File: config.mk
export PLATFORM = sky130hd
export DESIGN_NAME = pipeline_hazard_ctl
export DESIGN_NICKNAME = d
export VERILOG_FILES = /design/src/rtl/hz_pkg.sv /design/src/rtl/hz_fwd_unit.sv /design/src/rtl/hz_load_use.sv /design/src/rtl/hz_ctl.sv /design/src/rtl/pipeline_hazard_ctl.sv
export SDC_FILE = /design/constraint.sdc
export NUM_CORES = 1
export LEC_CHECK = 0
export BUFFER_PORTS_ARGS = -buffer_cell sky130_fd_sc_hd__buf_2
export CORE_AREA = 2 2 39 41
export DETAILED_ROUTE_END_ITERATION = 12
export DIE_AREA = 0 0 41 43
export GPL_ROUTABILITY_DRIVEN = 0
export PLACE_DENSITY = 0.77
export REMOVE_ABC_BUFFERS = 1
export SLEW_MARGIN = 20
export SYNTH_ARGS = -nofsm -noshare
export SYNTH_HDL_FRONTEND = slang
export SYNTH_SLANG_ARGS = --single-unit
export TNS_END_PERCENT = 20
File: constraint.sdc
create_clock -name vclk -period 1.8
set_input_delay 0.36 -clock vclk [all_inputs]
set_output_delay 0.36 -clock vclk [all_outputs]
set_load 0.1 [all_outputs]
File: src/rtl/hz_pkg.sv
package hz_pkg;
  typedef enum logic [1:0] {
    FWD_RF  = 2'b00,
    FWD_WB  = 2'b01,
    FWD_MEM = 2'b10
  } fwd_sel_e;

  localparam int unsigned NSRC = 2;
endpackage

File: src/rtl/hz_fwd_unit.sv
module hz_fwd_unit #(
  parameter int unsigned AW = 5
) (
  input  logic [AW-1:0] src_i,
  input  logic [AW-1:0] mem_rd_i,
  input  logic          mem_we_i,
  input  logic [AW-1:0] wb_rd_i,
  input  logic          wb_we_i,
  output logic [1:0]    sel_o
);
  import hz_pkg::*;

  logic mem_hit, wb_hit;

  // register 0 is hardwired, never a forwarding source
  assign mem_hit = mem_we_i && (mem_rd_i != '0) && (mem_rd_i == src_i);
  assign wb_hit  = wb_we_i  && (wb_rd_i  != '0) && (wb_rd_i  == src_i);

  always_comb begin
    if (mem_hit)     sel_o = FWD_MEM;
    else if (wb_hit) sel_o = FWD_WB;
    else             sel_o = FWD_RF;
  end
endmodule

File: src/rtl/hz_load_use.sv
module hz_load_use #(
  parameter int unsigned AW   = 5,
  parameter int unsigned NSRC = 2
) (
  input  logic [NSRC-1:0][AW-1:0] id_src_i,
  input  logic [NSRC-1:0]         id_use_i,
  input  logic [AW-1:0]           ex_rd_i,
  input  logic                    ex_we_i,
  input  logic                    ex_load_i,
  output logic                    hit_o
);
  logic            ld_valid;
  logic [NSRC-1:0] src_hit;

  assign ld_valid = ex_load_i && ex_we_i && (ex_rd_i != '0);

  for (genvar g = 0; g < NSRC; g++) begin : g_src
    assign src_hit[g] = id_use_i[g] && (id_src_i[g] == ex_rd_i);
  end

  assign hit_o = ld_valid && (|src_hit);
endmodule

File: src/rtl/hz_ctl.sv
module hz_ctl (
  input  logic load_use_i,
  input  logic redirect_i,
  output logic stall_o,
  output logic bubble_o,
  output logic flush_o
);
  // redirect cancels the dependent instruction, so no stall is needed
  assign flush_o  = redirect_i;
  assign stall_o  = load_use_i && !redirect_i;
  assign bubble_o = load_use_i && !redirect_i;
endmodule

File: src/rtl/pipeline_hazard_ctl.sv
module pipeline_hazard_ctl #(
  parameter int unsigned AW = 5
) (
  input  logic          clk_i,
  input  logic          rst_ni,
  input  logic [AW-1:0] id_rs1_i,
  input  logic [AW-1:0] id_rs2_i,
  input  logic          id_use_rs1_i,
  input  logic          id_use_rs2_i,
  input  logic [AW-1:0] ex_rs1_i,
  input  logic [AW-1:0] ex_rs2_i,
  input  logic [AW-1:0] ex_rd_i,
  input  logic          ex_we_i,
  input  logic          ex_load_i,
  input  logic          ex_redirect_i,
  input  logic [AW-1:0] mem_rd_i,
  input  logic          mem_we_i,
  input  logic [AW-1:0] wb_rd_i,
  input  logic          wb_we_i,
  output logic [1:0]    fwd_a_o,
  output logic [1:0]    fwd_b_o,
  output logic          stall_o,
  output logic          bubble_o,
  output logic          flush_o
);
  import hz_pkg::*;

  logic [NSRC-1:0][AW-1:0] ex_src, id_src;
  logic [NSRC-1:0][1:0]    sel;
  logic [NSRC-1:0]         id_use;
  logic                    load_use;

  assign ex_src = {ex_rs2_i, ex_rs1_i};
  assign id_src = {id_rs2_i, id_rs1_i};
  assign id_use = {id_use_rs2_i, id_use_rs1_i};

  for (genvar g = 0; g < NSRC; g++) begin : g_fwd
    hz_fwd_unit #(.AW(AW)) i_fwd (
      .src_i    (ex_src[g]),
      .mem_rd_i (mem_rd_i),
      .mem_we_i (mem_we_i),
      .wb_rd_i  (wb_rd_i),
      .wb_we_i  (wb_we_i),
      .sel_o    (sel[g])
    );
  end

  assign fwd_a_o = sel[0];
  assign fwd_b_o = sel[1];

  hz_load_use #(.AW(AW), .NSRC(NSRC)) i_lu (
    .id_src_i  (id_src),
    .id_use_i  (id_use),
    .ex_rd_i   (ex_rd_i),
    .ex_we_i   (ex_we_i),
    .ex_load_i (ex_load_i),
    .hit_o     (load_use)
  );

  hz_ctl i_ctl (
    .load_use_i (load_use),
    .redirect_i (ex_redirect_i),
    .stall_o    (stall_o),
    .bubble_o   (bubble_o),
    .flush_o    (flush_o)
  );
endmodule

# Yosys cells after proc, flatten, opt, wreduce, memory -nomap -nowiden
# Index checks and enable logic that the tools add are counted.
# W data, S select, Z words.
# op_classes
n_reduce_logical	17
n_mux	4
eq_ne	6
# op_table
op	count
$eq A5 B5 Y1	6
$reduce_bool A5 Y1	3
$logic_and A1 B1 Y1	12
$mux W2	2
$mux W1	2
$reduce_or A2 Y1	1
$logic_not A1 Y1	1
# word_totals
output_inout_bits	7
reg_bits	0

# Depth between registers and ports, before layout
# Gate-level depths: netlist of the first run.
# depth
depth_word	5
mapped_depth	5

# Modules after synthesis
# Synthesis of the first run repeated with hierarchy kept, for this count alone.
# unflattened
hier_cells	62
hier_area_um2	481.7
# modules_own_cells
mod	area_each_um2	instances	cells_each
hz_fwd_unit	158.9	2	21
hz_load_use	135.1	1	17
hz_ctl	28.8	1	3

# Worst setup path after synthesis of the first run
# OpenSTA, ideal clock, no wires.
# synth_path
path_type	in2out
startpoint	input ex_rd_i[1]
endpoint	output stall_o
cell_stages	5
t_arrival_ns	2.894
path_slack_ns	-1.454
n_path_buf	1
path_cell_list	xor2_1 > nor4_1 > nand3_1 > a21oi_1 > buf_4
# synth_via
elab_chain_len	5
elab_cells_between_ends	9
cone_classes	2 x eq/ne; 7 x reduce/logical
# synth_lines
element	line_no	source
start, declared	pipeline_hazard_ctl.sv:12	input logic [AW-1:0] ex_rd_i,
$eq A5 B5 Y1	hz_load_use.sv:18	assign src_hit[g] = id_use_i[g] && (id_src_i[g] == ex_rd_i);
$logic_and A1 B1 Y1	hz_load_use.sv:18	
$reduce_or A2 Y1	hz_load_use.sv:21	assign hit_o = ld_valid && (|src_hit);
$logic_and A1 B1 Y1 *	hz_load_use.sv:21	
$logic_and A1 B1 Y1 *	--	
end, declared	pipeline_hazard_ctl.sv:22	output logic stall_o,
# Every way passes the cells marked *; elsewhere a longest branch is shown, timed or not.

# Final worst setup path of the first run
# layout_path
startpoint	input wb_rd_i[2]
endpoint	output fwd_b_o[0]
# layout_via
elab_chain_len	5
elab_cells_between_ends	6
cone_classes	1 x eq/ne; 2 x mux; 3 x reduce/logical
# layout_lines
element	line_no	source
start, declared	pipeline_hazard_ctl.sv:18	input logic [AW-1:0] wb_rd_i,
$reduce_bool A5 Y1	hz_fwd_unit.sv:17	assign wb_hit = wb_we_i && (wb_rd_i != '0) && (wb_rd_i == src_i);
$logic_and A1 B1 Y1	hz_fwd_unit.sv:17	
$logic_and A1 B1 Y1 *	hz_fwd_unit.sv:17	
$mux W1 *	hz_fwd_unit.sv:21	else if (wb_hit) sel_o = FWD_WB;
$mux W2 *	hz_fwd_unit.sv:20	if (mem_hit) sel_o = FWD_MEM;
end, declared	pipeline_hazard_ctl.sv:21	output logic [1:0] fwd_b_o,
# Marks and branches as above.

==> impl_metrics.yaml, run 1 <==
outcome:
  status: "complete, but fails checks"
  violations: "negative setup slack"
grt:
  grt.met2_usage_pct: 42.5
  overflow: 0
  met3_usage_pct: 1.05
  antenna_found_initial: 0
  grt_pass1_vias: 657
  grt_first_pass_wirelength_um: 2570
  top_usage_layer: "met2"
  met1_usage_pct: 21.5
  grt_max_degree: 4
  grt_use_total_pct: 21.0
cells_and_area:
  seq_cell_count: 0
  fillers: 102
  register_area_um2: 0
  area_growth_syn_to_layout_pct: 126
  clock_buffers: 0
  nNetsFinal: 164
  layout-drive-gt1-share_pct: 65.3
  fin_util_pct: 70.4
  antenna_cells_inserted: 0
yosys:
  yosys_warnings: 0
  synthTopCellsByCount: "xor2_1, xnor2_1, or4_1"
  netlist_top_cells_area: "xor2_1, xnor2_1, or4_1"
  synthMostInstantiatedCell: "xor2_1"
  syn-cell-area_um2: 432
  yosysSeqAreaShare_pct: 0
  synth_cells: 55
  synth_top_cell_by_area: "xor2_1"
  synth_cell_types: 13
  synth_top_area_share_pct: 44.6
  syn_avg_cell_area_um2: 7.85
power_and_ir_drop:
  netSwitchingPower_mw: 0.110
  leakage_nw: 0.454
  finalPower_mw: 0.222
  switching_share_pct: 49.7
  ir_drop_v: 0.000115
  pwr-share-comb_pct: 100.0
  seqPwrFrac_pct: 0
  power.density_mw_per_mm2: 228
  p_int_mw: 0.112
  pwr-share-clk_pct: 0
detailed_routing:
  drc: 0
  drt_iter0_markers: 6
  vias: 633
  routed_via_density: 4.72
  wl_per_cell_um: 13.4
  drt.antenna.violating_nets: 0
  drtPass1Iterations: 3
  wl_um: 1800
setup_path:
  worstSetupPathType: "in2out"
  arrival_ps: 1750
  cp_slowest_stage_delay_ps: 550
  critical_path.endpoint_type: "output port"
  crit_chain: "buf_2 > or4_4 > o21ai_2 > or4_4 > nor4_4 > buf_12"
  critPathMostFrequentCell: "or4_4"
  cp_top_family: "simple AND/OR/NAND/NOR gates"
  cp.buffers_inverters: 2
  startpoint_type: "input port"
  required_ps: 1440
  crit_fanout: 2
  critPathSlowestCell: "or4_4"
job:
  drv_cap: 0
timing:
  hold_violations: 0
  setup-violations-final: 6
  tightestPinTransition_ps: 483
  max_slew_margin_pct: 68.0
  fin_ws_ps: -307
  slew_violations: 0
  fmax_ghz: 0.475
  rsz0062_at_grt: "true"
  holdWs_ps: 1100
  finalSetupTns_ps: -1270
  period_needed_ps: 2110
  post-route-period-util_pct: 117
floorplan:
  rows: 14
  coreArea_mm2: 0.00138
  die_height_um: 43
  start_util_pct: 31.2
  die_w_um: 41
  dieArea_mm2: 0.00176
  ioPinCount: 51
placed_design:
  port_buffers: 49
  dp_slack_ps: -464
  post-dp-hpwl_um: 1470
clock_network:
  cts_setup_buffers: 0
  holdBufCountCts: 0
worst_hold_path:
  hp-class: "in2out"
==> final timing paths <==
| path | slack [ps] | start | depth (start not counted) | end |
|---|---|---|---|---|
| max | -310 | wb_rd_i[2] | 6 | fwd_b_o[0] |
| min | 1100 | ex_redirect_i | 2 | flush_o |
==> layer usage <==
| layer | part of all wire (%) | wire [um] |
|---|---|---|
| met5 | 0 | 0 |
| met4 | 1.5 | 27 |
| met3 | 11 | 204 |
| met2 | 50 | 904 |
| met1 | 37 | 664 |
==> layout make-up <==
class              count  area (um2)  area share, %
multi-input cells     51         453           46.5
well taps             16        20.0           2.05
repair buffers        67         502           51.5
==> cell usage in the layout (no fill, tap or decap), types with 2 or more instances in the layout <==
master / instances
o21ai_2: 2
or4_4: 3
buf_4: 18
buf_12: 6
or4_1: 2
xnor2_1: 8
xor2_1: 22
buf_2: 38
nor4_2: 3
buf_6: 5
nor4_4: 2
nand3_1: 4
==> what timing repair did <==
action                                 4_1_cts  5_1_grt
endpoints found under the hold margin        0        0
gates resized for setup                     16        0
setup endpoints to repair                    6        6
pin swaps                                    5        0
==> kinds of logic (layout without fill, tap and decap cells) <==
kind of cell,after synthesis,count (layout),share of synthesized area (%)
xor gates and xnor gates,30,30,60.9
AOI/OAI and AO/OA,4,4,5.50
buffers and inverters,4,67,6.96
and+or+nand+nor,17,17,26.7
==> power by group through the flow <==
stage / Sequential (mW) / Combinational, mW / Clock [mW]
finish: 0 / 0.222 / 0
global route: 0 / 0.236 / 0
CTS: 0 / 0.219 / 0
detailed placement: 0 / 0.195 / 0
global placement: 0 / 0.188 / 0
floorplan: 0 / 0.0721 / 0
==> per-stage QoR <==
stage,std cells,instance area [um2]
2_1_floorplan,51,402
3_3_place_gp,134,892
3_5_place_dp,134,892
4_1_cts,134,975
5_1_grt,134,975
6_report,134,975
No activity file was read; power rests on OpenSTA's default activity.
==> run 2, diff against run 1 <==
--- a/config.mk
+++ b/config.mk
@@ -10,7 +10,7 @@
 export DETAILED_ROUTE_END_ITERATION = 12
 export DIE_AREA = 0 0 41 43
 export GPL_ROUTABILITY_DRIVEN = 0
-export PLACE_DENSITY = 0.77
+export PLACE_DENSITY = 0.9
 export REMOVE_ABC_BUFFERS = 1
 export SLEW_MARGIN = 20
 export SYNTH_ARGS = -nofsm -noshare
==> run 2 against run 1 <==
Effect of this change:
- the flow still finishes with violations (negative setup slack)
- wire length increased by 1.4%
- sequential cell count unchanged
- cell count is 0.75% lower
- die area unchanged
- global-route usage up 1.4 points
- critical path type unchanged
- maximum frequency shrank 0.22%
- via count rose by 1.1%
- largest power group unchanged
==> impl_metrics.yaml, run 2 (synthesis results as in run 1) <==
power_and_ir_drop:
  power.density_mw_per_mm2: 230
  netSwitchingPower_mw: 0.118
  pwr-share-clk_pct: 0
  seqPwrFrac_pct: 0
  pwr-share-comb_pct: 100.0
  ir_drop_v: 0.000136
  p_int_mw: 0.119
  finalPower_mw: 0.237
  leakage_nw: 0.482
  switching_share_pct: 49.8
grt:
  overflow: 0
  grt_use_total_pct: 22.4
  grt_max_degree: 4
  grt_first_pass_wirelength_um: 2730
  grt_pass1_vias: 667
  antenna_found_initial: 0
worst_hold_path:
  min_path_cells: 2
  min_to: "flush_o"
  min_from: "ex_redirect_i"
  hp-class: "in2out"
timing:
  finalSetupTns_ps: -1170
  max_slew_margin_pct: 68.0
  setup-violations-final: 6
  tightestPinTransition_ps: 483
  fmax_ghz: 0.474
  slew_violations: 0
  period_needed_ps: 2110
  hold_violations: 0
  fin_ws_ps: -312
  post-route-period-util_pct: 117
  rsz0062_at_grt: "true"
cells_and_area:
  area_growth_syn_to_layout_pct: 138
  stdcell_area_mm2: 0.00103
  nNetsFinal: 163
  clock_buffers: 0
  layout-drive-gt1-share_pct: 69.2
  final_common_cell: "buf_2"
  seq_cell_count: 0
  register_area_um2: 0
  antenna_cells_inserted: 0
  layout_common_cells: "buf_2, xor2_1, buf_4"
setup_path:
  required_ps: 1440
  critical_path.endpoint_type: "output port"
  cp.buffers_inverters: 2
  cp_top_family: "simple AND/OR/NAND/NOR gates"
  startpoint_type: "input port"
  crit_fanout: 2
  cp_slowest_stage_delay_ps: 560
  worstSetupPathType: "in2out"
  arrival_ps: 1750
  critPathSlowestCell: "or4_4"
  crit_chain: "buf_6 > xor2_1 > or4_4 > nor4_4 > buf_12"
detailed_routing:
  drt_iter0_markers: 0
  drtPass1Iterations: 1
  vias: 640
  wl_per_cell_um: 13.7
  wl_um: 1830
  drt.antenna.violating_nets: 0
  drc: 0
  routed_via_density: 4.81
clock_network:
  holdBufCountCts: 0
placed_design:
  post-dp-hpwl_um: 1500
  dp_slack_ps: -463
  port_buffers: 49
  dpl_cell_area_um2: 885
floorplan:
  start_util_pct: 31.2
  die_w_um: 41
  dieArea_mm2: 0.00176
  die_height_um: 43
  rows: 14
  coreArea_mm2: 0.00138
  ioPinCount: 51
outcome:
  status: "complete, but fails checks"
  violations: "negative setup slack"
job:
  drv_cap: 0
[run 2: cell count changes in the layout (fill, tap and decap cells not counted), sizes merged]
cell	previous run	this run
buf	67	66
[run 2: cell type report]
cell class / count / area, um2
multi-input cells: 51 / 514
repair buffers: 66 / 494
fillers: 105 / 355
well taps: 16 / 20.0
[run 2: worst max path at each step]
| stage | startpoint | end | slack (ps) | cells past startpoint |
|---|---|---|---|---|
| 3_3_place_gp | mem_rd_i[1] | fwd_b_o[0] | -390 | 6 |
| 3_5_place_dp | mem_rd_i[1] | fwd_b_o[0] | -460 | 6 |
| 4_1_cts | ex_rs2_i[1] | fwd_b_o[0] | -290 | 5 |
| 5_1_grt | ex_rs2_i[4] | fwd_b_o[0] | -340 | 5 |
| 2_1_floorplan | mem_rd_i[4] | fwd_a_o[0] | -3360 | 4 |
| 6_report | ex_rs2_i[1] | fwd_b_o[0] | -310 | 5 |
[run 2: repair_timing]
item | CTS | global route
resized for setup | 13 | 12
buffers inserted | 0 | 0
setup endpoints to repair | 6 | 6
pin swaps | 4 | 3
[run 2: stage by stage]
step / hold slack, ps / std cells / utilization, %
CTS: 1110 / 133 / 68.4
detailed placement: 1100 / 133 / 63.9
floorplan: 720 / 51 / -
finish: 1100 / 133 / 74.3
global route: 1120 / 133 / 74.3
global placement: 1100 / 133 / 63.9
[run 2: metal layers]
layer	track usage, %	vias up	routed length (um)
met3	4.19	6	142
met1	18.0	280	530
met4	10.0	0	68
li1	-	317	-
met2	45.0	37	1080
met5	0	-	0
[run 2: power groups by stage]
stage          clock network (mW)  logic [mW]  registers (mW)
6_report                        0       0.237               0
5_1_grt                         0       0.251               0
4_1_cts                         0       0.211               0
3_5_place_dp                    0       0.193               0
3_3_place_gp                    0       0.184               0
2_1_floorplan                   0      0.0721               0
==> run 3, diff against run 2 <==
--- a/config.mk
+++ b/config.mk
@@ -5,13 +5,14 @@
 export SDC_FILE = /design/constraint.sdc
 export NUM_CORES = 1
 export LEC_CHECK = 0
-export BUFFER_PORTS_ARGS = -buffer_cell sky130_fd_sc_hd__buf_2
+export BUFFER_PORTS_ARGS = -buffer_cell sky130_fd_sc_hd__buf_4
 export CORE_AREA = 2 2 39 41
 export DETAILED_ROUTE_END_ITERATION = 12
 export DIE_AREA = 0 0 41 43
 export GPL_ROUTABILITY_DRIVEN = 0
 export PLACE_DENSITY = 0.9
 export REMOVE_ABC_BUFFERS = 1
+export SETUP_SLACK_MARGIN = 0.3
 export SLEW_MARGIN = 20
 export SYNTH_ARGS = -nofsm -noshare
 export SYNTH_HDL_FRONTEND = slang
==> run 3 against run 2 <==
Effect of this change:
- the run still ends with negative setup slack left
- sequential share of layout area unchanged
- die area did not move
- worst hold slack worse by 48 ps
- power grew 3.8%
- utilization grew 0.27 points
- sequential cell count did not move
- clock-buffer cell count stayed put
- design area up 0.36%
- non-clock buffer count decreased by 3
==> impl_metrics.yaml, run 3 (synthesis results as in run 1) <==
outcome:
  status: "complete, but fails checks"
  violations: "negative setup slack"
power_and_ir_drop:
  leakage_nw: 0.471
  pwr-share-clk_pct: 0
  seqPwrFrac_pct: 0
  power.density_mw_per_mm2: 238
  p_int_mw: 0.133
  pwr-share-comb_pct: 100.0
  switching_share_pct: 45.9
  ir_drop_v: 0.000138
  netSwitchingPower_mw: 0.113
setup_path:
  required_ps: 1440
  cp_top_family: "simple AND/OR/NAND/NOR gates"
  startpoint_type: "input port"
  critPathSlowestCell: "or4_4"
  cp.buffers_inverters: 2
  arrival_ps: 1740
  cp_slowest_stage_delay_ps: 550
  cp.depth: 5
  critical_path.endpoint_type: "output port"
  crit_fanout: 3
  worstSetupPathType: "in2out"
  crit_chain: "buf_8 > xor2_1 > or4_4 > nor4_4 > buf_6"
timing:
  fin_ws_ps: -298
  post-route-period-util_pct: 117
  hold_violations: 0
  rsz0062_at_grt: "true"
  fmax_ghz: 0.477
  tightestPinTransition_ps: 316
  period_needed_ps: 2100
  slew_violations: 0
  setup-violations-final: 6
  max_slew_margin_pct: 78.8
clock_network:
  holdBufCountCts: 0
  cts_setup_buffers: 0
grt:
  grt_max_degree: 4
  grt_use_total_pct: 22.6
  grt_pass1_vias: 708
  antenna_found_initial: 0
  overflow: 0
  grt_first_pass_wirelength_um: 2800
detailed_routing:
  drt_iter0_markers: 3
  drc: 0
  drt.antenna.violating_nets: 0
  drtPass1Iterations: 2
  vias: 625
  wl_um: 1790
  routed_via_density: 4.81
  wl_per_cell_um: 13.7
cells_and_area:
  nNetsFinal: 160
  register_area_um2: 0
  final_common_cell: "buf_4"
  antenna_cells_inserted: 0
  fin_util_pct: 74.6
  layout_common_cells: "buf_4, xor2_1, xnor2_1, buf_6, nor4_4"
  area_growth_syn_to_layout_pct: 139
  seq_cell_count: 0
  layout-drive-gt1-share_pct: 64.0
  clock_buffers: 0
worst_hold_path:
  hp-class: "in2out"
  min_from: "ex_redirect_i"
  min_to: "flush_o"
  min_path_cells: 2
floorplan:
  dieArea_mm2: 0.00176
  die_height_um: 43
  coreArea_mm2: 0.00138
  start_util_pct: 31.2
  rows: 14
  die_w_um: 41
  ioPinCount: 51
job:
  drv_cap: 0
placed_design:
  dp_slack_ps: -407
  port_buffers: 49
  post-dp-hpwl_um: 1410
run 3: changes by cell type in the layout (fill, tap and decap cells not counted), sizes merged:
cell,previous run,this run
buf,66,63
run 3: worst max-delay path by stage:
stage	from	end	slack [ps]
global route	wb_rd_i[0]	fwd_b_o[0]	-360
CTS	wb_rd_i[0]	fwd_b_o[0]	-280
finish	wb_rd_i[0]	fwd_b_o[0]	-300
floorplan	mem_rd_i[4]	fwd_a_o[0]	-3360
detailed placement	mem_rd_i[1]	fwd_a_o[0]	-410
global placement	mem_rd_i[1]	fwd_b_o[0]	-390
run 3: stage by stage:
stage | hold WS (ps) | TNS (ps) | total power [mW] | area [um2] | instances
6_report | 1060 | -1170 | 0.246 | 1030 | 130
5_1_grt | 1060 | -1550 | 0.262 | 1030 | 130
4_1_cts | 1060 | -1170 | 0.241 | 1030 | 130
3_5_place_dp | 1060 | -1680 | 0.209 | 895 | 130
3_3_place_gp | 1050 | -1530 | 0.203 | 895 | 130
2_1_floorplan | 720 | -15670 | 0.0721 | 402 | 51
run 3: what timing repair did:
action / 4_1_cts / 5_1_grt
hold endpoints to repair: 0 / 0
resized for setup: 26 / 1
pin swaps: 12 / 2
setup endpoints to repair: 6 / 6
run 3: metal layers:
metal	part of all wire (%)	vias to the layer above	track usage, %
met5	0	-	0
li1	-	309	-
met3	7.7	2	2.09
met2	62	33	47.8
met1	30	281	21.0
met4	0.84	0	2.00
run 3: final cells by class:
class	instances	area, um2
timing repair buffer	63	532
multi-input combinational	51	480
fill	99	352
tap	16	20.0
run 3: power by group through the flow:
| stage | logic (mW) | clock network [mW] | registers, mW |
|---|---|---|---|
| 2_1_floorplan | 0.0721 | 0 | 0 |
| 3_3_place_gp | 0.203 | 0 | 0 |
| 3_5_place_dp | 0.209 | 0 | 0 |
| 4_1_cts | 0.241 | 0 | 0 |
| 5_1_grt | 0.262 | 0 | 0 |
| 6_report | 0.246 | 0 | 0 |
